## src/rtl/pace_pkg.sv

```systemverilog
package pace_pkg;

  typedef enum logic {
    GATE_HALT = 1'b0,
    GATE_SEND = 1'b1
  } gate_state_t;

  // Largest value an unsigned counter of the given width can hold.
  function automatic int count_ceiling(int width);
    return (1 << width) - 1;
  endfunction

  // Next run length. 0 means no level change has been seen since reset.
  function automatic int next_run(int cur, int ceiling, bit changed);
    if (changed)          return 1;
    else if (cur == 0)    return 0;
    else if (cur >= ceiling) return ceiling;
    else                  return cur + 1;
  endfunction

  // A closed run that allows sending: at least one cycle, below threshold.
  function automatic bit run_is_short(int len, int stop_at);
    return (len >= 1) && (len < stop_at);
  endfunction

  // The live run has reached the threshold that forces a halt.
  function automatic bit run_is_long(int len, int stop_at);
    return len >= stop_at;
  endfunction

endpackage

```

## src/rtl/pace_sync.sv

```systemverilog
module pace_sync #(
  parameter int STAGES = 2
) (
  input  logic clk,
  input  logic rst,
  input  logic async_in,
  output logic synced
);
  logic [STAGES-1:0] stage_q;

  generate
    for (genvar i = 0; i < STAGES; i++) begin : g_stage
      if (i == 0) begin : g_first
        always_ff @(posedge clk) begin
          if (rst) stage_q[0] <= 1'b0;
          else     stage_q[0] <= async_in;
        end
      end else begin : g_next
        always_ff @(posedge clk) begin
          if (rst) stage_q[i] <= 1'b0;
          else     stage_q[i] <= stage_q[i-1];
        end
      end
    end
  endgenerate

  assign synced = stage_q[STAGES-1];

  // the output follows the first stage with STAGES-1 cycles of delay.
  a_r1_chain_follows: assert property (@(posedge clk) disable iff (rst)
    $past(rst) == 1'b0 |-> (synced == $past(stage_q[STAGES-2])));
endmodule

```

## src/rtl/pace_runlen.sv

```systemverilog
module pace_runlen #(
  parameter int CNT_W    = 3,
  parameter int STOP_RUN = 4
) (
  input  logic             clk,
  input  logic             rst,
  input  logic             level,
  output logic             lvl_chg,
  output logic             short_evt,
  output logic             long_hold,
  output logic [CNT_W-1:0] run_cnt
);
  import pace_pkg::*;

  localparam int CEIL = count_ceiling(CNT_W);

  logic             level_q;
  logic [CNT_W-1:0] run_cnt_d;

  always_ff @(posedge clk) begin
    if (rst) level_q <= 1'b0;
    else     level_q <= level;
  end

  assign lvl_chg   = level ^ level_q;
  assign run_cnt_d = CNT_W'(next_run(int'(run_cnt), CEIL, lvl_chg));
  assign short_evt = lvl_chg && run_is_short(int'(run_cnt), STOP_RUN);
  assign long_hold = run_is_long(int'(run_cnt), STOP_RUN);

  always_ff @(posedge clk) begin
    if (rst) run_cnt <= '0;
    else     run_cnt <= run_cnt_d;
  end

  // a detected change restarts the count at one.
  a_r2_restart: assert property (@(posedge clk) disable iff (rst)
    lvl_chg |=> (run_cnt == CNT_W'(1)));
  // the saturated count holds while the level is unchanged.
  a_r3_sat_hold: assert property (@(posedge clk) disable iff (rst)
    (int'(run_cnt) == CEIL && !lvl_chg) |=> (int'(run_cnt) == CEIL));
endmodule

```

## src/rtl/pace_gate.sv

```systemverilog
module pace_gate (
  input  logic clk,
  input  logic rst,
  input  logic short_evt,
  input  logic long_hold,
  output logic send_en
);
  import pace_pkg::*;

  gate_state_t state_q, state_d;

  always_comb begin
    state_d = state_q;
    if (long_hold)      state_d = GATE_HALT;
    else if (short_evt) state_d = GATE_SEND;
  end

  always_ff @(posedge clk) begin
    if (rst) state_q <= GATE_HALT;
    else     state_q <= state_d;
  end

  assign send_en = (state_q == GATE_SEND);

  // a live run at the threshold forces a halt on the next edge.
  a_r4_long_halts: assert property (@(posedge clk) disable iff (rst)
    long_hold |=> !send_en);
endmodule

```

## src/rtl/pace_decoder.sv

```systemverilog
module pace_decoder #(
  parameter int SYNC_STAGES = 2,
  parameter int STOP_RUN    = 4,
  parameter int CNT_W       = 3
) (
  input  logic             clk,
  input  logic             rst,
  input  logic             fc_raw,
  output logic             send_enable,
  output logic [CNT_W-1:0] run_len
);
  logic synced;
  logic lvl_chg;
  logic short_evt;
  logic long_hold;

  pace_sync #(.STAGES(SYNC_STAGES)) u_sync (
    .clk      (clk),
    .rst      (rst),
    .async_in (fc_raw),
    .synced   (synced)
  );

  pace_runlen #(.CNT_W(CNT_W), .STOP_RUN(STOP_RUN)) u_run (
    .clk       (clk),
    .rst       (rst),
    .level     (synced),
    .lvl_chg   (lvl_chg),
    .short_evt (short_evt),
    .long_hold (long_hold),
    .run_cnt   (run_len)
  );

  pace_gate u_gate (
    .clk       (clk),
    .rst       (rst),
    .short_evt (short_evt),
    .long_hold (long_hold),
    .send_en   (send_enable)
  );

  // a rise always follows a change that closed a short run.
  a_r5_rise_cause: assert property (@(posedge clk) disable iff (rst)
    $rose(send_enable) |-> ($past(lvl_chg) && $past(run_len) != '0
                            && int'($past(run_len)) < STOP_RUN));
  // a change that closes a long run never enables.
  a_r6_long_close: assert property (@(posedge clk) disable iff (rst)
    (lvl_chg && int'(run_len) >= STOP_RUN) |=> !send_enable);
  // no enable before any run has been counted.
  a_r7_idle_halt: assert property (@(posedge clk) disable iff (rst)
    (run_len == '0) |-> !send_enable);
endmodule

```

## config.mk

```make
export PLATFORM = sky130hd
export DESIGN_NAME = pace_decoder
export DESIGN_NICKNAME = d
export VERILOG_FILES = /design/src/rtl/pace_pkg.sv /design/src/rtl/pace_sync.sv /design/src/rtl/pace_runlen.sv /design/src/rtl/pace_gate.sv /design/src/rtl/pace_decoder.sv
export SDC_FILE = /design/constraint.sdc
export NUM_CORES = 1
export LEC_CHECK = 0
export BUFFER_PORTS_ARGS = -buffer_cell sky130_fd_sc_hd__buf_2
export CAP_MARGIN = 20
export CORE_AREA = 2 2 39 41
export CTS_BUF_LIST = sky130_fd_sc_hd__clkbuf_16
export CTS_CLUSTER_SIZE = 25
export DETAILED_ROUTE_END_ITERATION = 12
export DIE_AREA = 0 0 41 43
export SLEW_MARGIN = 20
export SYNTH_ARGS = -nofsm -noshare
export SYNTH_HDL_FRONTEND = slang
export SYNTH_SLANG_ARGS = --single-unit
```

## constraint.sdc

```tcl
create_clock -name clk -period 2.25 [get_ports clk]
set_input_delay 0.225 -clock clk [delete_from_list [all_inputs] [get_ports clk]]
set_output_delay 0.225 -clock clk [all_outputs]
set_load 0.005 [all_outputs]
```

==> flow_summary_export.csv <==
group,metric,value,unit
final_layout,num_antenna_cells,0,
synth,syn_area_per_cell,11.0,µm²
setup_path,cpMostUsedCell,"ha_1",
global_route,grt_overflow,0,
power_and_ir_drop,powerDensity,1010,mW/mm²
clock_tree,clkSinkCount,7,
status,status,"finished clean",
setup_path,critPathBufInv,0,
floorplan,initial_core_util,23.0,%
timing,hold_viol,0,
power_and_ir_drop,peakVddDrop,0.377,mV
global_route,grtUsageTotal,7.44,%
timing,fin_setup_tns,0,ns
setup_path,cp-end-kind,"register",
power_and_ir_drop,leakage,0.208,nW
timing,fmax,834,MHz
synth,ys_types,14,
timing,rsz0062_at_grt,"no",
setup_path,slowest_stage,"dfxtp_1",
setup_path,cp.arrival,1.32,ns
clock_tree,ctsHoldBuffers,0,
setup_path,worstPathRequired,2.37,ns
clock_tree,tritoncts,"built",
hold_path,hold_class,"in2reg",
clock_tree,h-tree-depth,1,
timing,clock_skew,0.00179,ns
timing,setup_ws,1.05,ns
drt,initialDrtViolationCount,0,
setup_path,crit_path_cell_trace,"ha_1 -> ha_1 -> o31a_1",
timing,min_period,1.20,ns
placement,globalplace.congestion,0.581,
final_layout,syn_to_final_growth,40.6,%
clock_tree,cts_buffers,3,
placement,pre_cts_slack,1.06,ns
synth,synth_area,318,µm²
setup_path,start_kind,"register",
setup_path,cp-startpoint,"u_run.run_cnt[0]",
drt,postRouteAntennaNets,0,
floorplan,io_pins,7,
drt,via_count,212,
global_route,antenna_found_initial,0,
setup_path,regToRegStartpoint,"u_run.run_cnt[0]",
placement,placedCellCount,51,
placement,dp_hpwl,379,µm
final_layout,layout_commonest_cell,"dfxtp_1",
placement,portBuffers,6,
timing,finalCritPeriodShare,53.3,%
clock_tree,clock_path_buffers,2,
floorplan,num_rows,14,
synth,yosysWarningCount,0,
global_route,grt_pass1_wl,841,µm
timing,slew_violations,0,
synth,yosysSeqAreaShare,44.1,%
timing,setup_viol,0,
clock_tree,post-cts-setup-buffers,0,
final_layout,final_cell_mix,"dfxtp_1 (7), buf_2 (6), inv_1 (4), nor2b_1 (4), ha_1 (4)",
final_layout,layout-drive-gt1-share,33.3,%
drt,wl_per_cell,9.16,µm
final_layout,nets,47,
clock_tree,path_clk_slew,0.04,ns
timing,slew_headroom,84.9,%
setup_path,cpLargestDelayFamily,"adder cells",
drt,drc,0,
synth,synth_seq_cells,7,
global_route,grt_max_degree,7,
clock_tree,cts_resized,0,
drt,viasPerCell,3.85,
floorplan,core_area,0.00138,mm²
hold_path,hp-start,"fc_raw",
power_and_ir_drop,p_total,0.000452,W
floorplan,die_w,41,µm
floorplan,dieHeight,43,µm
drt,first_pass_iters,1,
synth,syn_inst,29,
global_route,grt_pass1_vias,218,
setup_path,worst-setup-path-type,"reg2reg",
floorplan,die_area,0.00176,mm²
final_layout,instances_no_fill,55,
setup_path,cp_max_fo,5,
flow_run,maxCapViolCount,0,
synth,synth_nets,36,
setup_path,slowest_delay,0.34,ns
clock_tree,worstSkewPairLatency,0.23,ns
clock_tree,cts-root-buf,"clkbuf_16",
timing,worst_pin_slew,0.226,ns
drt,totalWireLength,504,µm
## logic make-up after synthesis
kind of cell	synth area share [%]
compound gates	10.6
flops	44.1
xor+xnor	5.12
simple gates	20.9
buf+inv	3.54
fa+ha+maj	15.7
## area by class of cell
cell class | instances | area, µm²
Clock inverter | 1 | 3.75
Clock buffer | 3 | 75.1
Inverter | 3 | 11.3
Multi-Input combinational cell | 19 | 166
Timing Repair Buffer | 6 | 30.0
Fill cell | 136 | 937
Sequential cell | 7 | 140
Tap cell | 16 | 20.0
## stage by stage
stage / util [%] / area [µm²] / hold WS [ns]
2_1_floorplan: - / 318 / 0.296
3_3_place_gp: 26.6 / 368 / 0.417
3_5_place_dp: 26.6 / 368 / 0.429
4_1_cts: 32.3 / 447 / 0.207
5_1_grt: 32.3 / 447 / 0.229
6_report: 32.3 / 447 / 0.208
## registers in the layout, indices dropped and copies added (netlist names)
register	flops
u_sync.stage_q	1
u_run.run_cnt	3
u_run.level_q	1
u_gate.send_en	1
u_sync.synced	1
## cells in the mapped netlist
cell | n | area [µm²]
dfxtp_1 | 7 | 140
o21ba_1 | 1 | 10.0
nor3_2 | 1 | 10.0
nand2_1 | 1 | 3.75
ha_1 | 4 | 50.1
o31a_1 | 2 | 17.5
nor2_2 | 1 | 6.26
nor2_1 | 1 | 3.75
nor2b_1 | 4 | 25.0
nor3_1 | 1 | 5.00
inv_1 | 3 | 11.3
xor2_2 | 1 | 16.3
a31oi_1 | 1 | 6.26
nor4_2 | 1 | 12.5
## final timing paths
check	cells past startpoint	endpoint	slack, ns
hold / removal	2	u_sync.stage_q[0]	0.21
setup reg to reg	3	u_run.run_cnt[2]	1.05
hold reg to reg	1	u_sync.synced	0.44
setup / recovery	3	u_run.run_cnt[2]	1.05
## where the power goes
group / internal [W] / leakage, nW / switching, W
logic: 0.00000997 / 0.108 / 0.0000101
clock network: 0.000231 / 0.0423 / 0.0000679
registers: 0.000129 / 0.0571 / 0.00000353
## routing by layer
layer	share of wire [%]	up-vias	wire length (µm)	global-route usage [%]
met5	0	-	0	0
met2	46	4	232	10.6
li1	-	115	-	-
met4	0	0	0	6.00
met1	52	93	261	8.06
met3	2.0	0	10	3.14
No activity file was read; power rests on OpenSTA's default activity.
